## config.mk

```make
export PLATFORM = sky130hd
export DESIGN_NAME = req_hold_ctrl
export DESIGN_NICKNAME = d
export VERILOG_FILES = /design/src/rtl/rhc_pkg.sv /design/src/rtl/rhc_holdoff.sv /design/src/rtl/rhc_fsm.sv /design/src/rtl/req_hold_ctrl.sv
export SDC_FILE = /design/constraint.sdc
export NUM_CORES = 1
export LEC_CHECK = 0
export ABC_AREA = 0
export BUFFER_PORTS_ARGS = -buffer_cell sky130_fd_sc_hd__buf_2
export CAP_MARGIN = 20
export CORE_AREA = 2 2 39 41
export DETAILED_ROUTE_END_ITERATION = 8
export DIE_AREA = 0 0 41 43
export RECOVER_POWER = 25
export SYNTH_ARGS = -nofsm -noshare
export SYNTH_HDL_FRONTEND = slang
export SYNTH_SLANG_ARGS = --single-unit
```

## constraint.sdc

```tcl
create_clock -name clk -period 1.8 [get_ports clk]
set_input_delay 0.18 -clock clk [delete_from_list [all_inputs] [get_ports clk]]
set_output_delay 0.18 -clock clk [all_outputs]
set_load 0.02 [all_outputs]
```

## src/rtl/rhc_pkg.sv

```systemverilog
package rhc_pkg;
  typedef enum logic [1:0] {
    ST_IDLE = 2'd0,
    ST_ASK  = 2'd1,
    ST_OWN  = 2'd2,
    ST_REL  = 2'd3
  } rhc_state_e;
endpackage

```

## src/rtl/rhc_holdoff.sv

```systemverilog
module rhc_holdoff #(
  parameter int GAP = 2
) (
  input  logic clk,
  input  logic rst_n,
  input  logic start,
  output logic done
);
  localparam int CW = (GAP < 2) ? 1 : $clog2(GAP);
  localparam logic [CW-1:0] LOADV = CW'(GAP - 1);

  logic [CW-1:0] cnt;

  always_ff @(posedge clk or negedge rst_n) begin
    if (!rst_n)         cnt <= '0;
    else if (start)     cnt <= LOADV;
    else if (cnt != '0) cnt <= cnt - 1'b1;
  end

  assign done = (cnt == '0);
endmodule

```

## src/rtl/rhc_fsm.sv

```systemverilog
module rhc_fsm
  import rhc_pkg::*;
(
  input  logic       clk,
  input  logic       rst_n,
  input  logic       fifo_pending,
  input  logic       bus_gnt_l,
  input  logic       frame_l,
  input  logic       tgt_term,
  input  logic       hold_long,
  input  logic       quiet_done,
  output logic       quiet_start,
  output rhc_state_e state
);
  rhc_state_e nxt;
  logic       started;

  assign started = !bus_gnt_l && !frame_l;

  always_comb begin
    nxt = state;
    unique case (state)
      ST_IDLE: if (fifo_pending) nxt = ST_ASK;
      ST_ASK: begin
        if (!fifo_pending || tgt_term)  nxt = ST_REL;
        else if (started)               nxt = hold_long ? ST_OWN : ST_REL;
      end
      ST_OWN:  if (!fifo_pending || tgt_term || !hold_long) nxt = ST_REL;
      ST_REL:  if (quiet_done) nxt = fifo_pending ? ST_ASK : ST_IDLE;
      default: nxt = ST_IDLE;
    endcase
  end

  assign quiet_start = (nxt == ST_REL) && (state != ST_REL);

  always_ff @(posedge clk or negedge rst_n) begin
    if (!rst_n) state <= ST_IDLE;
    else        state <= nxt;
  end
endmodule

```

## src/rtl/req_hold_ctrl.sv

```systemverilog
module req_hold_ctrl
  import rhc_pkg::*;
#(
  parameter int GAP = 2
) (
  input  logic clk,
  input  logic rst_n,
  input  logic fifo_pending,
  input  logic bus_gnt_l,
  input  logic frame_l,
  input  logic tgt_term,
  input  logic hold_long,
  output logic req_l
);
  rhc_state_e state;
  logic       quiet_start;
  logic       quiet_done;

  rhc_fsm u_fsm (
    .clk(clk), .rst_n(rst_n), .fifo_pending(fifo_pending),
    .bus_gnt_l(bus_gnt_l), .frame_l(frame_l), .tgt_term(tgt_term),
    .hold_long(hold_long), .quiet_done(quiet_done),
    .quiet_start(quiet_start), .state(state)
  );

  rhc_holdoff #(.GAP(GAP)) u_quiet (
    .clk(clk), .rst_n(rst_n), .start(quiet_start), .done(quiet_done)
  );

  assign req_l = !((state == ST_ASK) || (state == ST_OWN));
endmodule

```

* After elaboration in Yosys (flattened, before gate mapping)
Index checks and enable logic that the tools add are counted.
** Cells by class
- $add $sub $neg :: 1
- Equality and inequality tests :: 5
- Mux-type cells :: 10
- Reduce and logical (&&, ||, !) cells :: 11
** Operators with widths (count)
- two-way mux 2 bit :: 5
- one-hot mux 2 bit (4 select lines) :: 1
- == test 2 bit, second input constant :: 3
- zero test 1 bit :: 5
- two-way mux 1 bit :: 4
- logical OR 1 bit :: 3
- == test 2 x 1 -> 1 bit, second input constant :: 1
- logical AND 1 bit :: 2
- zero test 2 bit :: 1
- inequality test 2 bit, second input constant :: 1
- subtractor 1 bit, second input constant :: 1
** Storage, ports and cells
- Register bits :: 3
- Input bits :: 7
- Output and inout bits :: 1
- Word-level logic and storage cells :: 29

* Logic depth before layout (Yosys ltp)
Gate-level depths: netlist of the first run.
- Depth after elaboration :: 8
- Mapped depth :: 6
- Gate-level depth less buffers :: 6

* Modules after synthesis
A second synthesis of the first run with hierarchy kept.
** Unflattened totals
- Cells, all modules :: 20
- Area total of the unflattened synthesis :: 181.4 µm²
** Modules (own cells, without submodules)
- rhc_fsm :: instances 1, cells an instance 17, area each 143.9 µm², sequential area each 50.0 µm²
- rhc_holdoff :: instances 1, cells an instance 2, area each 28.8 µm², sequential area each 25.0 µm²
- req_hold_ctrl :: instances 1, cells an instance 1, area each 8.8 µm², sequential area each 0.0 µm²

* Worst setup path before layout of the first run
No wires, ideal clock.
- Path kind :: register to register
- Start point :: register u_fsm.state[0]
- End point :: register u_quiet.cnt
- Library setup time :: 0.125 ns
- Data arrival time :: 1.295 ns
- Required time :: 1.675 ns
- Path slack :: 0.380 ns
- Stages on the path, launching flop included :: 6
- Buffers on the path :: 0
- Clock period less this slack :: 1.420 ns
- Cell sequence :: dfrtp_1 -> ha_1 -> nor2b_1 -> a221oi_1 -> a31oi_1 -> nor3b_1
** On the way
- Cells in the longest elaborated chain, start to end :: 6
- Elaborated cells between the ends (all ways) :: 14
- Classes of those cells :: eq/ne (5); mux (7); reduce/logical (2)
** RTL lines
- start, declared :: RTL line rhc_fsm.sv:13 : output rhc_state_e state
- start signal, assigned :: RTL line rhc_fsm.sv:38 : else state <= nxt;
- two-way mux 2 bit :: RTL line rhc_fsm.sv:26 : else if (started) nxt = hold_long ? ST_OWN : ST_REL;
- two-way mux 2 bit :: RTL line rhc_fsm.sv:25 : if (!fifo_pending || tgt_term) nxt = ST_REL;
- one-hot mux 2 bit (4 select lines) (*) :: RTL line rhc_fsm.sv:22 : unique case (state)
- net u_fsm.nxt[0] :: RTL line rhc_fsm.sv:15 : rhc_state_e nxt;
- == test 2 bit (*) :: RTL line rhc_fsm.sv:34 : assign quiet_start = (nxt == ST_REL) && (state != ST_REL);
- logical AND 1 bit (*) :: RTL line rhc_fsm.sv:34
- net quiet_start :: RTL line req_hold_ctrl.sv:16 : logic quiet_start;
- two-way mux 1 bit (*) :: RTL line rhc_holdoff.sv:16 : else if (start) cnt <= LOADV;
- end signal, assigned :: RTL line rhc_holdoff.sv:17 : else if (cnt != '0) cnt <= cnt - 1'b1;
- end, declared :: RTL line rhc_holdoff.sv:12 : logic [CW-1:0] cnt;
Mark *: on every way through the listed nets, which the timed path passes. The rest lies on a longest branch.

* Worst setup path after layout of the first run
Ends and elaborated chain as after synthesis.

==> flow_summary.yaml, run 1 <==
cts:
  cts_max_level: 1
  cts_buffers: 3
  cts_resized: 0
  clock_path_buffers: 2
  cts_sinks: 3
  clkTransAtPathRegs_ps: 40
  postCtsSetupBuffers: 0
  cts_tree: "built"
  clk_latency_ps: 230
  postCtsHoldBufs: 1
  clock-root-buffer: "clkbuf_4"
timing:
  slew_headroom_pct: 83.93
  fin_crit_sh_pct: 86.40
  fmax_ghz: 0.6430
  drv_slew: 0
  hold_viol: 0
  tns_ps: 0
  rsz0062_at_grt: "false"
  setup_violations: 0
  worstMarginPinSlew_ps: 241.1
  fin_crit_ps: 1555
  fin_skew_ps: 1.739
  holdWs_ps: 297.1
grt:
  grt_max_degree: 7
  grt.total_usage_pct: 7.243
  grt_pass1_wl_um: 841
  antenna_found_initial: 0
  grt_pass1_vias: 220
  grt_overflow_total: 0
cells_and_area:
  finalNetCount: 54
  final_cell_mix: "buf_2 (6), inv_1 (4), ha_1 (4), clkbuf_4 (3), dfrtp_1 (3)"
  layout_commonest_cell: "buf_2"
  design_area_um2: 349.1
  antenna_cells: 0
  final_util_pct: 25.23
  seq_area_um2: 75.07
  syn2layout_area_growth_pct: 34.78
  fillCellCount: 154
  multi_input_area_um2: 168.9
  drive_above_1_share_pct: 21.43
die:
  die-area_um2: 1763
  core_area_um2: 1384
  start_util_pct: 18.72
  fp-row-count: 14
  die_x_um: 41
  die_h_um: 43
  ios: 8
power:
  p_switching_uw: 226.2
  p_seq_share_pct: 25.4
  p_clk_share_pct: 21.2
  power_uw: 544.1
  max-vdd-ir-drop_uv: 550.4
  pwr-share-comb_pct: 53.5
  p_sw_share_pct: 41.58
  p_per_area_nw_per_um2: 1559
  p_int_uw: 317.9
  leakage_uw: 0.0001763
logic_synthesis:
  synth-simple-area-share_pct: 23.19
  ys_ff_latch: 3
  synth_compound_area_share_pct: 22.71
  synthMuxAreaShare_pct: 0
  yosys.area.top_type: "dfrtp_1"
  synthXorXnorAreaFrac_pct: 0
  synth_area_leaders: "dfrtp_1 (29%), ha_1 (19%), inv_1 (5.8%), nand2b_1 (4.8%), a221oi_1 (3.4%)"
  ys_types: 19
  synth_top_family_by_area: "simple AND/OR/NAND/NOR gates"
  syn_inst: 30
  synth.avg_cell_area_um2: 8.633
  synth_nets: 41
  ys_warn_count: 0
  synth_top_area_share_pct: 28.99
  synth-adder-area-share_pct: 19.32
  synth-seq-area-share_pct: 28.99
  synth_area_um2: 259.0
setup_path:
  r2r_setup_slack_ps: 240
  cp_max_fo: 6
  cp_slowest_cell: "dfrtp_1"
  start_kind: "flop"
  crit_family: "compound AO/OA/AOI/OAI gates"
  crit_path_end_kind: "flop"
  crit_chain: "ha_1 > nor2b_1 > a221oi_1 > a31oi_1 > nor3b_1"
  required_ps: 1910
  crit_buf_inv: 0
  max_stage_delay_ps: 430
  worstSetupPathType: "reg -> reg"
  arrival_ps: 1660
detailed_routing:
  met1Wirelength_um: 279
  routed.top_layer: "met3"
  wl_um: 498
  drc: 0
  first_pass_iters: 2
  wl_met2_um: 180
  first_iter_violations: 4
  dr_wl_met3_um: 38
  via_per_inst: 4.155
  final_antenna_net_count: 0
  vias: 241
  wl_per_cell_um: 8.586
place:
  dp_hpwl_um: 386.2
  place_area_um2: 314.1
  globalplace.congestion: 0.6951
  numPortBuffers: 7
status:
  status: "completed"
min_path:
  hp-class: "in -> async"
job:
  cap_violations: 0
==> synth_stat cells <==
cell type / number
nor2_1: 2
nor3_1: 1
nand3b_1: 1
nor4_1: 1
ha_1: 4
nor2b_1: 1
dfrtp_1: 3
o21ai_0: 1
nand2b_1: 2
inv_1: 4
a2bb2oi_1: 1
a221oi_1: 1
o21bai_1: 1
o31ai_1: 1
a31oi_1: 1
nor3b_1: 1
a21o_1: 1
nand2_1: 2
o21a_1: 1
==> worst register-to-register path, cell delays in order, from the launching register on <==
cell and delay [ps]:
dfrtp_1 430, ha_1 260, nor2b_1 140, a221oi_1 290, a31oi_1 150, nor3b_1 160
==> routing by layer <==
| metal | vias up | global-route usage [%] |
|---|---|---|
| met2 | 7 | 8.438 |
| met3 | 0 | 4.712 |
| li1 | 129 | - |
| met1 | 105 | 9.709 |
| met4 | 0 | 4.000 |
| met5 | - | 0 |
==> registers in the layout, indices dropped and copies added, names as in the netlist <==
register / cells
u_quiet.cnt: 1
u_fsm.state: 2
==> final timing paths <==
path / from / endpoint / cells after the start
hold / removal: rst_n / u_quiet.cnt / 2
setup / recovery: u_fsm.state[0] / u_quiet.cnt / 5
max in group asynchronous: rst_n / u_fsm.state[1] / 2
hold reg to reg: u_fsm.state[1] / u_fsm.state[1] / 2
min in group clk: fifo_pending / u_fsm.state[0] / 4
setup reg to reg: u_fsm.state[0] / u_quiet.cnt / 5
==> cell families (layout without fill, tap and decap cells) <==
logic type,after synthesis,count (layout)
DFF,3,3
AOI/OAI and AO/OA,8,8
adders and majority gates,4,4
buffers and inverters,4,16
and+or+nand+nor,11,11
==> through the flow <==
stage / instances / setup slack [ps]
after floorplan: 30 / 380.0
after global placement: 53 / 263.0
after detailed placement: 53 / 248.8
after CTS: 58 / 249.4
after global routing: 58 / 120.2
final: 58 / 244.9
==> power groups by stage <==
stage                     registers (uW)  clock network, uW  logic (uW)
after floorplan                      129                  0         227
after global placement               137                  0         293
after CTS                            136                121         297
final                                138                115         291
after global routing                 143                135         338
after detailed placement             137                  0         294
==> area by class of cell <==
class                           count  share of cell area (%)
Timing Repair Buffer                8                   12.54
Tap cell                           16                   5.735
Clock buffer                        4                   7.527
Sequential cell                     3                   21.51
Multi-Input combinational cell     23                   48.39
Inverter                            4                   4.301
No activity file was read; power rests on OpenSTA's default activity.
==> run 2: changes to the inputs <==
- BUFFER_PORTS_ARGS: -buffer_cell sky130_fd_sc_hd__buf_2 -> -buffer_cell sky130_fd_sc_hd__buf_4
==> run 2 against run 1 <==
Against the previous run: final area grew 4.3%; sequential power barely moved; clock skew rose by 1.1 ps; die area stayed put; power is 3.1% higher; critical path type unchanged; largest cell class unchanged; highest routed layer unchanged.
==> flow_summary.yaml, run 2 (synthesized netlist as in run 1, its figures left out) <==
status:
  status: "completed"
timing:
  drv_slew: 0
  fin_skew_ps: 2.825
  holdWs_ps: 285.4
  fin_crit_ps: 1538
  slew_headroom_pct: 83.87
  setup_violations: 0
  fin_crit_sh_pct: 85.45
  rsz0062_at_grt: "false"
  fmax_ghz: 0.6501
  hold_viol: 0
  worstMarginPinSlew_ps: 239.8
  tns_ps: 0
setup_path:
  required_ps: 1910
  arrival_ps: 1650
  setup.worst_path.end: "u_quiet.cnt"
  crit_path_end_kind: "flop"
  cp_max_fo: 6
  r2r_setup_slack_ps: 260
  reg2reg_depth: 5
  reg2reg_to: "u_quiet.cnt"
  worst_r2r_startpoint: "u_fsm.state[0]"
  worstSetupPathType: "reg -> reg"
  startpoint: "u_fsm.state[0]"
  start_kind: "flop"
grt:
  grt_pass1_vias: 219
  grt.total_usage_pct: 7.445
  grt_pass1_wl_um: 821
  antenna_found_initial: 0
  grt_max_degree: 7
  grt_overflow_total: 0
cts:
  clock-root-buffer: "clkbuf_4"
  clock_path_buffers: 2
  cts_max_level: 1
  postCtsSetupBuffers: 0
  cts_tree: "built"
  cts_sinks: 3
  cts_buffers: 3
  clkTransAtPathRegs_ps: 40
  clk_latency_ps: 230
detailed_routing:
  drc: 0
  first_pass_iters: 2
  wl_per_cell_um: 8.793
  wl_um: 510
  first_iter_violations: 1
  vias: 238
  via_per_inst: 4.103
  final_antenna_net_count: 0
die:
  start_util_pct: 18.72
  die_x_um: 41
  ios: 8
  fp-row-count: 14
  core_area_um2: 1384
  die-area_um2: 1763
  die_h_um: 43
cells_and_area:
  fillCellCount: 154
  seq_area_um2: 75.07
  largest_reg_flops: 2
  multi_input_area_um2: 168.9
  reg_top3: "u_fsm.state (2), u_quiet.cnt (1)"
  regMostFlops: "u_fsm.state"
  final_cell_mix: "buf_4 (6), inv_1 (4), ha_1 (4), clkbuf_4 (3), dfrtp_1 (3)"
  design_area_um2: 364.1
  drive_above_1_share_pct: 21.43
  final_cell_count_no_fill: 58
  finalNetCount: 54
  layout_commonest_cell: "buf_4"
  syn2layout_area_growth_pct: 40.58
  antenna_cells: 0
place:
  place_area_um2: 331.6
  dp.cells: 53
  globalplace.congestion: 0.6803
  dp_hpwl_um: 402.9
  numPortBuffers: 7
power:
  max-vdd-ir-drop_uv: 533.7
  leakage_uw: 0.0001815
  p_per_area_nw_per_um2: 1540
job:
  cap_violations: 0
min_path:
  hp-class: "in -> async"
## run 2: cell count changes in the layout (fill, tap and decap cells not counted)
cell	delta
buf_2	-6
buf_4	+6
## run 2: metal layers
| layer | part of all wire (%) | vias to the layer above | GRT usage [%] |
|---|---|---|---|
| met4 | 0 | 0 | 8.000 |
| met3 | 6.1 | 0 | 3.141 |
| met5 | 0 | - | 0 |
| met1 | 50 | 102 | 8.738 |
| li1 | - | 129 | - |
| met2 | 44 | 7 | 9.063 |
## run 2: what timing repair did
action                                  CTS  global route
gates resized for setup                   0             0
hold buffers                              1             0
endpoints found under the setup margin    0             0
endpoints found under the hold margin     3             0
## run 2: how the worst min path moves through the flow
stage,end,slack (ps),depth (start not counted)
finish,u_quiet.cnt,290,2
global route,u_fsm.state[0],290,2
CTS,u_quiet.cnt,260,2
detailed placement,u_quiet.cnt,-30,1
global placement,u_fsm.state[0],-30,1
floorplan,u_fsm.state[0],-120,0
## run 2: stage by stage
stage | power [uW] | setup slack (ps) | util, %
5_1_grt | 623.1 | 99.74 | 26.31
3_3_place_gp | 447.0 | 260.7 | 23.96
3_5_place_dp | 452.6 | 230.0 | 23.96
2_1_floorplan | 356.3 | 380.0 | -
4_1_cts | 579.8 | 231.7 | 26.58
6_report | 560.9 | 261.8 | 26.31
## run 2: report_power, final
part           leakage (uW)  switching [uW]  internal [uW]  total (uW)
logic              0.000130             158            150         308
clock network     0.0000150            32.9           82.9         116
registers         0.0000366            37.3           99.7         137
## run 2: critical path, cell delays in order (launching register included)
cell and delay [ps]:
dfrtp_1 430, inv_1 90, ha_1 250, nor4_1 290, a2bb2oi_1 280, nor3b_1 80
## run 2: cell type report
type                            instances  area share (%)
Timing Repair Buffer                    8           16.15
Multi-Input combinational cell         23           46.39
Tap cell                               16           5.498
Inverter                                4           4.124
Sequential cell                         3           20.62
Clock buffer                            4           7.216
==> run 3: changes to the inputs <==
- ABC_AREA: 0 -> 1
==> run 3 against run 2 <==
Against the previous run: core utilization increased by 2.4 points; die area unchanged; final cell count increased by 28%; via count increased by 19%; clock power about the same; non-clock buffer count unchanged; critical path depth decreased by 1; combinational power increased by 12%; sequential power about the same; clock-buffer cell count unchanged; clock skew decreased by 2.6 ps; wire length increased by 3.1%.
==> flow_summary.yaml, run 3 <==
setup_path:
  cpMostUsedCell: "inv_1"
  crit_path_end_kind: "primary output"
  worstSetupPathType: "reg -> out"
  cp_slowest_cell: "dfrtp_1"
  crit_chain: "inv_1 > ha_1 > inv_1 > buf_4"
  worst_r2r_startpoint: "u_fsm.state[0]"
  cp_max_fo: 6
  arrival_ps: 1210
  crit_buf_inv: 3
  max_stage_delay_ps: 430
  crit_family: "flip-flops"
  r2r_setup_slack_ps: 460
  startpoint: "u_fsm.state[0]"
  start_kind: "flop"
  required_ps: 1620
logic_synthesis:
  synth-adder-area-share_pct: 17.17
  ys_types: 13
  synth_compound_area_share_pct: 5.150
  synth_enable_flop_cells: 0
  synth_top_family_by_area: "simple AND/OR/NAND/NOR gates"
  synth_common_cells: "inv_1 (13), nand2_1 (12), nand3_1 (5)"
  synthMuxAreaShare_pct: 0
  synth-simple-area-share_pct: 33.91
  synthXorXnorAreaFrac_pct: 0
  synth_top_area_share_pct: 25.75
  ys.flop_type: "dfrtp_1"
  synth_area_leaders: "dfrtp_1 (26%), ha_1 (17%), inv_1 (17%), nand2_1 (15%), nand3_1 (8.6%)"
  synth-seq-area-share_pct: 25.75
  async_reset_ff_share_pct: 100.0
  ys_warn_count: 0
  yosys.cell_count.top_type: "inv_1"
  synth.avg_cell_area_um2: 6.338
  ys_ff_latch: 3
  synth_area_um2: 291.5
  synth_nets: 57
  yosys.area.top_type: "dfrtp_1"
  syn_inst: 46
cells_and_area:
  syn2layout_area_growth_pct: 36.05
  antenna_cells: 0
  finalNetCount: 70
  layout_commonest_cell: "inv_1"
  regMostFlops: "u_fsm.state"
  final_cell_mix: "inv_1 (13), nand2_1 (12), buf_4 (6), nand3_1 (5), ha_1 (4)"
  largest_reg_flops: 2
  reg_top3: "u_fsm.state (2), u_quiet.cnt (1)"
  drive_above_1_share_pct: 20.69
detailed_routing:
  drc: 0
  wl_um: 526
  via_per_inst: 3.824
  final_antenna_net_count: 0
  wl_per_cell_um: 7.108
  first_pass_iters: 4
  vias: 283
  first_iter_violations: 5
die:
  die_h_um: 43
  fp-row-count: 14
  die-area_um2: 1763
  start_util_pct: 21.07
  die_x_um: 41
  ios: 8
  core_area_um2: 1384
cts:
  clk_latency_ps: 230
  cts_max_level: 1
  cts_resized: 0
  cts_buffers: 3
  cts_sinks: 3
  clkTransAtPathRegs_ps: 40
  clock_path_buffers: 2
  cts_tree: "built"
  clock-root-buffer: "clkbuf_4"
timing:
  rsz0062_at_grt: "false"
  hold_viol: 0
  fmax_ghz: 0.7173
  slew_headroom_pct: 87.09
  fin_skew_ps: 0.2393
  fin_crit_sh_pct: 77.45
  drv_slew: 0
  finalWorstSetupSlack_ps: 406.0
  worstMarginPinSlew_ps: 193.7
  tns_ps: 0
  fin_crit_ps: 1394
  setup_violations: 0
place:
  post-place-ws_ps: 451.5
  numPortBuffers: 7
  dp_hpwl_um: 432.8
  globalplace.congestion: 0.6861
min_path:
  hp-class: "in -> reg"
  min_from: "fifo_pending"
power:
  leakage_uw: 0.0002384
  max-vdd-ir-drop_uv: 390.3
  power_uw: 594.7
  p_per_area_nw_per_um2: 1499
status:
  status: "completed"
grt:
  antenna_found_initial: 0
  grt_max_degree: 7
  grt_pass1_wl_um: 834
  grt_pass1_vias: 263
  grt_overflow_total: 0
  grt.total_usage_pct: 7.150
job:
  cap_violations: 0
run 3: cell count changes after synthesis, moves of 2 or more:
cell and change:
nand2b_1 -2, nand3_1 +5, nand2_1 +10, inv_1 +9, a21oi_1 +2
run 3: worst paths after layout:
check | end | depth (start not counted)
min | u_fsm.state[1] | 4
min reg2reg | u_fsm.state[1] | 2
max reg2reg | u_quiet.cnt | 8
max in group asynchronous | u_fsm.state[0] | 2
max | req_l | 4
min in group asynchronous | u_quiet.cnt | 2
run 3: metal layers:
layer  up-vias  global-route usage [%]  share of wire, %
met5         -                       0                 0
met4         0                   6.000                 0
met3         0                   1.571               7.6
met2         6                   11.56                49
met1       117                   7.143                43
li1        160                       -                 -
run 3: timing repair:
item | in CTS | in global routing
hold buffers | 1 | 0
setup buffers | 0 | 0
endpoints found under the setup margin | 0 | 0
hold endpoints to repair | 3 | 0
run 3: final cells by class:
cell class	instances	area (um^2)
Inverter	14	52.55
Tap cell	16	20.02
Clock buffer	4	26.28
Timing Repair Buffer	8	58.81
Sequential cell	3	75.07
Multi-Input combinational cell	29	163.9
Fill cell	159	987.2
run 3: through the flow:
stage          util (%)  instance area (um^2)  hold slack, ps  instances
2_1_floorplan         -                 291.5          -115.6         46
3_5_place_dp      26.31                 364.1          -29.15         69
3_3_place_gp      26.31                 364.1          -29.94         69
5_1_grt           28.66                 396.6           288.6         74
4_1_cts           28.93                 400.4           265.0         74
6_report          28.66                 396.6           275.2         74
run 3: cell families after synthesis:
logic type	count (synthesis)
compound gates	3
fa+ha+maj	4
flops	3
simple gates	22
buf+inv	14
run 3: worst register-to-register path, cell delays in order, from the launching register on:
cell and delay (ps):
dfrtp_1 430, inv_1 90, ha_1 210, inv_1 90, nand2_1 60, a21oi_1 110
nand3_1 90, nand2_1 90, nor2_1 50
run 3: report_power, final:
part	leakage (uW)	switching [uW]	internal, uW
registers	0.0000363	34.6	101
clock network	0.0000150	31.7	82.9
logic	0.000187	201	144
